--- src/rtl/ferr_pkg.sv ---
package ferr_pkg;
    parameter int ERR_CNT = 8;
    parameter int DATA_W  = 64;
    parameter int CHK_W   = 8;
    localparam int SRC_W  = $clog2(ERR_CNT);
    localparam int WR_W   = ERR_CNT + 1;
    localparam int STALE_BIT = ERR_CNT;

    typedef struct packed {
        logic [SRC_W-1:0]  src;
        logic [CHK_W-1:0]  chk;
        logic [DATA_W-1:0] data;
    } log_entry_t;

    typedef struct packed {
        logic              hit;
        logic [SRC_W-1:0]  idx;
    } pick_t;

    // next value of a set of write-one-to-clear bits with hardware set priority
    function automatic logic [ERR_CNT-1:0] w1c_next(
        input logic [ERR_CNT-1:0] cur,
        input logic [ERR_CNT-1:0] clr,
        input logic [ERR_CNT-1:0] set
    );
        return (cur & ~clr) | set;
    endfunction
endpackage

--- src/rtl/ferr_status_bits.sv ---
module ferr_status_bits
    import ferr_pkg::*;
(
    input  logic               clk,
    input  logic               rst,
    input  logic [ERR_CNT-1:0] set_vec,
    input  logic [ERR_CNT-1:0] clr_vec,
    input  logic               stale_clr,
    output logic [ERR_CNT-1:0] status_q,
    output logic               stale_q,
    output logic               collide
);
    logic [ERR_CNT-1:0] status_d;
    logic [ERR_CNT-1:0] hit_vec;

    assign status_d = w1c_next(status_q, clr_vec, set_vec);

    genvar gi;
    generate
        for (gi = 0; gi < ERR_CNT; gi++) begin : g_bit
            assign hit_vec[gi] = set_vec[gi] & clr_vec[gi];
            always_ff @(posedge clk) begin
                if (rst) status_q[gi] <= 1'b0;
                else     status_q[gi] <= status_d[gi];
            end
        end
    endgenerate

    assign collide = |hit_vec;

    always_ff @(posedge clk) begin
        if (rst)          stale_q <= 1'b0;
        else if (collide) stale_q <= 1'b1;
        else if (stale_clr) stale_q <= 1'b0;
    end
endmodule

--- src/rtl/ferr_prio_pick.sv ---
module ferr_prio_pick
    import ferr_pkg::*;
(
    input  logic [ERR_CNT-1:0] req,
    output pick_t              pick
);
    always_comb begin
        pick = '0;
        for (int i = ERR_CNT - 1; i >= 0; i--) begin
            if (req[i]) begin
                pick.hit = 1'b1;
                pick.idx = SRC_W'(i);
            end
        end
    end
endmodule

--- src/rtl/ferr_log_capture.sv ---
module ferr_log_capture
    import ferr_pkg::*;
(
    input  logic                      clk,
    input  logic                      rst,
    input  logic                      load,
    input  logic [SRC_W-1:0]          sel,
    input  logic [ERR_CNT*DATA_W-1:0] src_data,
    input  logic [ERR_CNT*CHK_W-1:0]  src_chk,
    output log_entry_t                entry_q
);
    log_entry_t entry_d;

    always_comb begin
        entry_d.src  = sel;
        entry_d.data = src_data[sel*DATA_W +: DATA_W];
        entry_d.chk  = src_chk[sel*CHK_W +: CHK_W];
    end

    always_ff @(posedge clk) begin
        if (rst)       entry_q <= '0;
        else if (load) entry_q <= entry_d;
    end
endmodule

--- src/rtl/ferr_log_top.sv ---
module ferr_log_top
    import ferr_pkg::*;
(
    input  logic                      clk,
    input  logic                      rst,
    input  logic                      wr_en,
    input  logic [WR_W-1:0]           wr_data,
    input  logic [ERR_CNT-1:0]        err_pulse,
    input  logic [ERR_CNT*DATA_W-1:0] err_data,
    input  logic [ERR_CNT*CHK_W-1:0]  err_chk,
    output logic [ERR_CNT-1:0]        status,
    output logic                      stale,
    output logic [DATA_W-1:0]         log_data,
    output logic [CHK_W-1:0]          log_chk,
    output logic [SRC_W-1:0]          log_src
);
    logic [ERR_CNT-1:0] clr_vec;
    logic               stale_clr;
    logic               collide;
    logic               armed;
    pick_t              pick;
    log_entry_t         entry;

    assign clr_vec   = wr_en ? wr_data[ERR_CNT-1:0] : '0;
    assign stale_clr = wr_en & wr_data[STALE_BIT];

    ferr_status_bits u_bits (
        .clk      (clk),
        .rst      (rst),
        .set_vec  (err_pulse),
        .clr_vec  (clr_vec),
        .stale_clr(stale_clr),
        .status_q (status),
        .stale_q  (stale),
        .collide  (collide)
    );

    ferr_prio_pick u_pick (
        .req (err_pulse),
        .pick(pick)
    );

    // log may load only if nothing survives this cycle's clears and no collision
    assign armed = ((status & ~clr_vec) == '0) && !collide;

    ferr_log_capture u_log (
        .clk     (clk),
        .rst     (rst),
        .load    (armed & pick.hit),
        .sel     (pick.idx),
        .src_data(err_data),
        .src_chk (err_chk),
        .entry_q (entry)
    );

    assign log_data = entry.data;
    assign log_chk  = entry.chk;
    assign log_src  = entry.src;
endmodule

--- config.mk ---
export PLATFORM = sky130hd
export DESIGN_NAME = ferr_log_top
export DESIGN_NICKNAME = d
export VERILOG_FILES = /design/src/rtl/ferr_pkg.sv /design/src/rtl/ferr_status_bits.sv /design/src/rtl/ferr_prio_pick.sv /design/src/rtl/ferr_log_capture.sv /design/src/rtl/ferr_log_top.sv
export SDC_FILE = /design/constraint.sdc
export NUM_CORES = 1
export LEC_CHECK = 0
export BUFFER_PORTS_ARGS = -buffer_cell sky130_fd_sc_hd__buf_4
export CORE_AREA = 2 2 263 265
export DETAILED_ROUTE_END_ITERATION = 16
export DIE_AREA = 0 0 265 267
export PLACE_DENSITY = 0.43
export SYNTH_ARGS = -nofsm -noshare
export SYNTH_HDL_FRONTEND = slang
export SYNTH_SLANG_ARGS = --single-unit
--- constraint.sdc ---
create_clock -name clk -period 3.1 [get_ports clk]
set_clock_uncertainty 0.05 [all_clocks]
set_input_delay 0.775 -clock clk [delete_from_list [all_inputs] [get_ports clk]]
set_output_delay 0.775 -clock clk [all_outputs]
set_load 0.02 [all_outputs]
== Word-level counts from Yosys, hierarchy flattened ==
Index checks and enable logic that the tools add are counted.

* Flip-flop bits (word level): 84
* Bits of input ports: 596
* Output and inout bits: 84

* Shift-type cells: 2
* Mux-type cells: 11
* Bitwise logic cells: 13
* Reduce and logical (&&, ||, !) cells: 5

{| class="wikitable"
|+ Operators by type and width
! cell !! number
|-
| variable part select 512 x 10 -> 64 bit || 1
|-
| variable part select 64 x 7 -> 8 bit || 1
|-
| two-way mux 4 bit || 8
|-
| bitwise AND 1 bit || 10
|-
| bitwise AND 8 bit || 1
|-
| logical NOT 8 bit || 1
|-
| two-way mux 8 bit || 1
|-
| NOT 8 bit || 1
|-
| bitwise OR 8 bit || 1
|-
| OR reduction 8 bit || 1
|-
| two-way mux 1 bit || 2
|-
| nonzero test 2 bit || 1
|-
| logical AND 1 bit || 1
|-
| logical NOT 1 bit || 1
|}

== Depth between registers and ports, before layout ==
Gate-level depths: netlist of the first run.

* Depth after elaboration: 9
* Mapped depth: 10

== Modules after synthesis ==
From an unflattened synthesis of the first run, not the netlist that was laid out.

* Cells, all modules: 750
* Area, all modules: 8132.8 um^2

{| class="wikitable"
|+ By module, submodules not included
! module !! instances !! cells an instance !! area each (um^2) !! seq. area each (um^2)
|-
| ferr_log_capture || 1 || 671 || 7518.5 || 1501.4
|-
| ferr_status_bits || 1 || 41 || 362.8 || 180.2
|-
| ferr_log_top || 1 || 24 || 168.9 || 0.0
|-
| ferr_prio_pick || 1 || 14 || 82.6 || 0.0
|}

== Least setup slack after synthesis of the first run ==
Ideal clock, no wire load.

* Kind: input port to flip-flop
* Start: in err_pulse[1]
* End: reg u_log.entry_q[10] (netlist bit)
* Library setup time: 62 ps
* Data arrival time: 2426 ps
* Data required time: 2988 ps
* Setup slack: 562 ps
* Stages: 9
* Path buffers: 3
* Path through: buf_2 -> a22oi_2 -> a41oi_2 -> nor4_4 -> nand2_1 -> buf_2 -> clkbuf_1 -> a311o_1 -> nand3_1

* Word-level cells in the longest chain between the ends: 5

{| class="wikitable"
|+ RTL lines
! what !! line !! text
|-
| start: declaration || ferr_log_top.sv:8 || <nowiki>input logic [ERR_CNT-1:0] err_pulse,</nowiki>
|-
| parallel branches: the longest is 5 deep, another holds variable part select 512 x 10 -> 64 bit || - ||
|-
| end signal: assignment || ferr_log_capture.sv:22 || <nowiki>else if (load) entry_q <= entry_d;</nowiki>
|-
| end: declaration || ferr_log_capture.sv:10 || <nowiki>output log_entry_t entry_q</nowiki>
|}

Several ways; the timed one is not identified.
A chain may end at the register's enable or synchronous reset.

== Final worst setup path of the first run ==
* Start: in err_pulse[7]
* End: reg u_log.entry_q[34] (netlist bit)

* Word-level cells in the longest chain between the ends: 9

{| class="wikitable"
|+ RTL lines
! what !! line !! text
|-
| two-way mux 4 bit (8 in series) || ferr_prio_pick.sv:10 || <nowiki>if (req[i]) begin</nowiki>
|-
| variable part select 512 x 10 -> 64 bit or bitwise AND 1 bit (tied branches) || ferr_log_capture.sv:16, ferr_log_top.sv:49 ||
|}

Several ways; a longest one is shown, not always the timed one.

==> flow_metrics.tcl, run 1 <==
set metrics [dict create \
    tns_ps 0 \
    multiInputGateArea_um2 5080 \
    syn-num-nets 1792 \
    drc 0 \
    timing.reg2reg.setup_slack_ps 690 \
    power.density_nw_per_um2 281 \
    maxCapViolations 0 \
    via_count 11800 \
    final_common_cell "buf_4" \
    yosys_warnings 0 \
    core-area_um2 68000 \
    r2r-end "u_log.entry_q[20]" \
    antenna_found_initial 4 \
    final_layout_size_suffix_gt1_frac 0.419 \
    hold_path_startpoint "u_log.entry_q[9]" \
    register_area_um2 1680 \
    cts_buffer_depth 2 \
    arrival_ps 2780 \
    worst_ir_drop_vdd_v 0.000218 \
    setup_viol 0 \
    overflow 0 \
    synth.distinct_cells 41 \
    grt_max_degree 116 \
    cts_buffers 9 \
    clkLatencyLatePin_ps 380 \
    pre_cts_ws_ps 125 \
    syn_to_final_growth_pct 88.6 \
    row_count 96 \
    synth_cells 1196 \
    post_cts_resized 0 \
    post_cts_buffers 0 \
    start_kind "primary input" \
    finalHoldViolCount 0 \
    cts_root_buf "clkbuf_16" \
    drt_iter0_markers 794 \
    fin_crit_ps 2570 \
    place.detailed.hpwl_um 46600 \
    grt_pass1_vias 12000 \
    setup_slack_ps 528 \
    die_w_um 265 \
    gp_congestion 0.900 \
    nFillCells 7746 \
    layout.nets 2409 \
    r2r_start "u_bits.status_q[2]" \
    slew_viol_final 0 \
    end_kind "register" \
    cts.sinks 84 \
    rr_worst_depth 7 \
    hold_path_class "reg -> reg" \
    dr.pass1.iters 5 \
    max_clock_freq_ghz 0.389 \
    synthTopCellsByArea "dfxtp_1 (22%), nand3_1 (12%), nand2_1 (11%)" \
    clkSlewWorstSetupHoldPaths_ps 70 \
    period_share 0.830 \
    final_cell_mix "buf_4 (707), nand2_1 (228), nand3_1 (178)" \
    worstPathRequired_ps 3310 \
    synth_top_area_cell "dfxtp_1" \
    wl_per_cell_um 21.5 \
    avgSynthCellArea_um2 6.34 \
    path_class "in -> reg" \
    holdWs_ps 407 \
    worstPathMaxFanout 42 \
    grt_first_pass_wirelength_um 81400 \
    drt-total-wl_um 58100 \
    io_pins 680 \
    hold_end "u_log.entry_q[9]" \
    netlist.area_leader.share 0.222 \
    cts_tree "built" \
    io_buffers 679 \
    antenna_left 0 \
    whs_path_depth 2 \
    timing.slew.headroom 0.561 \
    die-area_um2 70800 \
    die_height_um 267 \
    worst_pin_slew_ps 658 \
    syn-cell-area_um2 7590 \
    status "completed" \
    viasPerCell 4.35 \
    synth_seq_cells 84 \
    rsz0062_at_grt "false" \
    seq_area_frac_synth 0.222 \
    initial_core_util 0.112 \
    holdBufCountCts 0 \
    cts_max_level 3 \
    power.leakage_uw 0.00664 \
    track_usage 0.157 \
]
[registers in the layout, indices dropped and copies added (netlist names)]
| name | flops |
|---|---|
| u_bits.status_q | 8 |
| u_bits.stale_q | 1 |
| u_log.entry_q | 75 |
[where the power goes]
part / total (uW) / leakage (uW) / switching [uW] / internal (uW)
Clock: 1170 / 0.000135 / 614 / 558
Sequential: 1170 / 0.000683 / 38.1 / 1130
Combinational: 1670 / 0.00582 / 833 / 840
[cell families (layout without fill, tap and decap cells)]
| kind of cell | count (synthesis) | in the layout | synth area share |
|---|---|---|---|
| multiplexers | 1 | 1 | 0.00132 |
| AND/OR/NAND/NOR | 559 | 559 | 0.342 |
| buffers and inverters | 237 | 859 | 0.123 |
| flip-flops | 84 | 84 | 0.222 |
| AO/OA/AOI/OAI | 315 | 315 | 0.312 |
| other | 0 | 4 | 0 |
[synthesized netlist by cell type]
master	count
nand2_1	229
nand3_1	178
inv_1	115
clkbuf_1	85
dfxtp_1	84
o22ai_1	72
nor2_1	54
nor3b_1	39
a221oi_1	38
a311o_1	38
nor3_1	38
o21ai_0	38
a31oi_1	34
o221ai_1	34
o22a_1	34
buf_2	19
a21oi_1	13
buf_1	12
nand2b_1	7
buf_4	5
nor4_1	4
a22oi_2	3
nor2b_1	2
nor4b_1	2
o2111ai_1	2
o21ai_1	2
a22oi_1	1
a41oi_2	1
and2_1	1
clkbuf_2	1
mux2i_1	1
nor2_2	1
nor4_4	1
nor4b_2	1
o21a_1	1
o311a_1	1
o311ai_2	1
o31a_1	1
o31ai_1	1
or3_1	1
or4_1	1
[how the worst max path moves through the flow]
| stage | startpoint | to | slack (ps) | cells after the start |
|---|---|---|---|---|
| 2_1_floorplan | err_pulse[1] | u_log.entry_q[10] | 560 | 9 |
| 4_1_cts | err_pulse[7] | u_log.entry_q[34] | 570 | 8 |
| 3_3_place_gp | err_pulse[7] | u_log.entry_q[34] | 130 | 8 |
| 5_1_grt | err_pulse[7] | u_log.entry_q[34] | 500 | 8 |
| 3_5_place_dp | err_pulse[7] | u_log.entry_q[34] | 130 | 8 |
| 6_report | err_pulse[7] | u_log.entry_q[34] | 530 | 8 |
[metal layers]
| metal | vias up | part of all wire | track usage |
|---|---|---|---|
| li1 | 5598 | - | - |
| met1 | 5473 | 0.38 | 0.173 |
| met2 | 617 | 0.50 | 0.280 |
| met3 | 65 | 0.091 | 0.0463 |
| met4 | 2 | 0.035 | 0.0681 |
| met5 | - | 0.00028 | 0 |
[through the flow]
step	std cells	total power [uW]	cell area [um2]	utilization
2_1_floorplan	1196	1810	7590	-
3_3_place_gp	2684	2870	14000	0.206
3_5_place_dp	2684	2870	14000	0.206
4_1_cts	2700	4110	14300	0.210
5_1_grt	2701	4260	14300	0.210
6_report	2704	4020	14300	0.210
[critical path: stages]
cell	delay (ps)
buf_4	140
nor2b_1	180
o311a_4	350
o31a_2	390
buf_12	180
o22ai_1	250
a311o_1	340
nand3_1	110
[layout make-up]
| class | instances | area share |
|---|---|---|
| Timing Repair Buffer | 728 | 0.400 |
| Multi-Input combinational cell | 875 | 0.355 |
| Sequential cell | 84 | 0.118 |
| Tap cell | 882 | 0.0771 |
| Inverter | 115 | 0.0302 |
| Clock buffer | 9 | 0.0157 |
| Clock inverter | 7 | 0.00402 |
| Antenna cell | 4 | 0.000700 |
(Power assumes the default switching activity.)
==> run 2: changes to the inputs <==
Settings changed: ABC_AREA from default to 1, CORE_AREA 2 2 263 265 to 2 2 266 268, DIE_AREA 0 0 265 267 to 0 0 268 270, PLACE_DENSITY 0.43 to 0.47.
Clock period 3.1 ns to 2.1 ns, I/O delays scaled along.
==> flow_metrics.tcl, run 2 <==
set metrics [dict create \
    async_flop_share 0 \
    period_share 0.958 \
    clkSlewWorstSetupHoldPaths_ps 90 \
    largest_register "u_log.entry_q" \
    synth_ff_type "dfxtp_1" \
    syn_to_final_growth_pct 78.4 \
    drt-total-wl_um 61300 \
    layout.nets 3273 \
    syn-cell-area_um2 9840 \
    final_layout_size_suffix_gt1_frac 0.326 \
    overflow 0 \
    end_kind "register" \
    gp_congestion 0.881 \
    wl_per_cell_um 16.9 \
    yosys_warnings 0 \
    final_cell_mix "buf_4 (803), nand3_1 (725), nand2_1 (606)" \
    largest_reg_flops 75 \
    initial_core_util 0.141 \
    holdBufCountCts 0 \
    die_height_um 270 \
    globalRouteMet2Util 0.268 \
    tns_ps 0 \
    io_pins 680 \
    die-area_um2 72400 \
    via_count 15100 \
    avgSynthCellArea_um2 4.97 \
    worstPathRequired_ps 2340 \
    fin_crit_ps 2010 \
    yosysMostFrequentCell "nand3_1" \
    max_clock_freq_ghz 0.497 \
    core-area_um2 69500 \
    worst_pin_slew_ps 415 \
    rsz0062_at_grt "false" \
    cts_tree "built" \
    cts.sinks 84 \
    worstSetupStartpoint "err_pulse[6]" \
    die_w_um 268 \
    grt_pass1_vias 14700 \
    p_total_uw 6590 \
    io_buffers 679 \
    worst_ir_drop_vdd_v 0.000332 \
    timing.slew.headroom 0.723 \
    synth_cells 1979 \
    worstPathMaxFanout 28 \
    ys_top_cells_by_count "nand3_1 (726), nand2_1 (608), inv_1 (370)" \
    power.leakage_uw 0.0103 \
    viasPerCell 4.18 \
    hold_path_startpoint "rst" \
    timing.reg2reg.setup_slack_ps 170 \
    maxCapViolations 0 \
    r2r-end "u_log.entry_q[45]" \
    hold_path_class "in -> reg" \
    clkLatencyLatePin_ps 390 \
    cts_buffers 9 \
    power.density_nw_per_um2 375 \
    grt_max_degree 69 \
    cts_root_buf "clkbuf_16" \
    place.detailed.hpwl_um 49500 \
    path_class "in -> reg" \
    cts_buffer_depth 2 \
    nFillCells 8102 \
    grt.busiest_layer "met2" \
    status "completed" \
    slew_viol_final 0 \
    start_kind "primary input" \
    track_usage 0.159 \
    synth_top_area_cell "nand3_1" \
    gr-usage-met3 0.0363 \
    antenna_found_initial 4 \
    synth_edf_count 0 \
    seq_area_frac_synth 0.171 \
    r2r_start "u_bits.status_q[5]" \
    synthTopCellsByArea "nand3_1 (37%), nand2_1 (23%), dfxtp_1 (17%)" \
    drt_iter0_markers 895 \
    row_count 97 \
    drc 0 \
    syn-num-nets 2575 \
    cts_max_level 3 \
    netlist.area_leader.share 0.369 \
    dr.pass1.iters 5 \
    gr-usage-met1 0.194 \
    rr_worst_depth 12 \
    n_antenna_cell 0 \
    arrival_ps 2250 \
    largest_registers "u_log.entry_q x75, u_bits.status_q x8, u_bits.stale_q x1" \
    final_common_cell "buf_4" \
    finalHoldViolCount 0 \
    antenna_left 0 \
    synth.distinct_cells 20 \
    grt_first_pass_wirelength_um 87700 \
    synth_seq_cells 84 \
    critPathCapture "u_log.entry_q[14]" \
    setup_viol 0 \
]
## run 2: changes by cell type after synthesis, moves of 48 or more
cell,change
nor2_1,-48
nand3_1,+548
nand2_1,+379
o22ai_1,-72
inv_1,+255
## run 2: layer usage
metal	share of wire	up-vias
li1	-	7579
met4	0.028	8
met2	0.47	614
met3	0.076	70
met1	0.43	6858
met5	0.00098	-
## run 2: cells by family (layout without fill, tap and decap cells)
group           Yosys count  in the layout  share of synthesized area
compound gates           18             18                    0.00954
buf+inv                 530           1233                      0.210
flops                    84             84                      0.171
simple gates           1347           1347                      0.610
## run 2: timing repair
action	CTS	global route
endpoints found under the setup margin	0	48
gates resized for setup	0	14
buffers inserted	0	3
## run 2: worst min path at each step
stage | to | slack (ps) | depth (start not counted)
2_1_floorplan | u_bits.status_q[0] | 510 | 2
3_3_place_gp | u_log.entry_q[73] | 430 | 2
3_5_place_dp | u_log.entry_q[73] | 440 | 2
4_1_cts | u_bits.status_q[0] | 310 | 2
5_1_grt | u_bits.status_q[0] | 350 | 2
6_report | u_bits.status_q[0] | 360 | 2
## run 2: final cells by class
cell class / count / area [um2] / area share
timing repair buffer: 844 / 6820 / 0.389
multi-input combinational: 1365 / 6150 / 0.350
sequential: 84 / 1680 / 0.0958
inverter: 373 / 1420 / 0.0806
tap: 940 / 1180 / 0.0670
clock buffer: 10 / 239 / 0.0136
clock inverter: 6 / 71.3 / 0.00406
## run 2: power by group
part	switching, uW	leakage, uW	internal [uW]
combinational	1540	0.00945	1520
sequential	38.8	0.000681	1650
clock	872	0.000146	968
total	2450	0.0103	4140
## run 2: critical path, stage by stage
cell     delay, ps
buf_4          110
inv_1          110
nand2_1         70
nand2_1         50
nand2_1         70
nand2_1         60
nand2_1         80
nand2_4        120
nand2_4         90
buf_12         170
buf_12         190
nand2_1         70
nand3_1        180
nand3_1        150
nand3_1         80
nand2_1         60
inv_1           40
## run 2: metrics by stage
stage          cell area [um2]  hold slack (ps)  instances  setup WS, ps   util
2_1_floorplan             9840              509       1979          74.2      -
3_3_place_gp             17100              435       3601          -334  0.246
3_5_place_dp             17100              439       3601          -323  0.246
4_1_cts                  17400              313       3617          99.4  0.251
5_1_grt                  17600              352       3622          4.13  0.252
6_report                 17600              358       3622          88.5  0.252
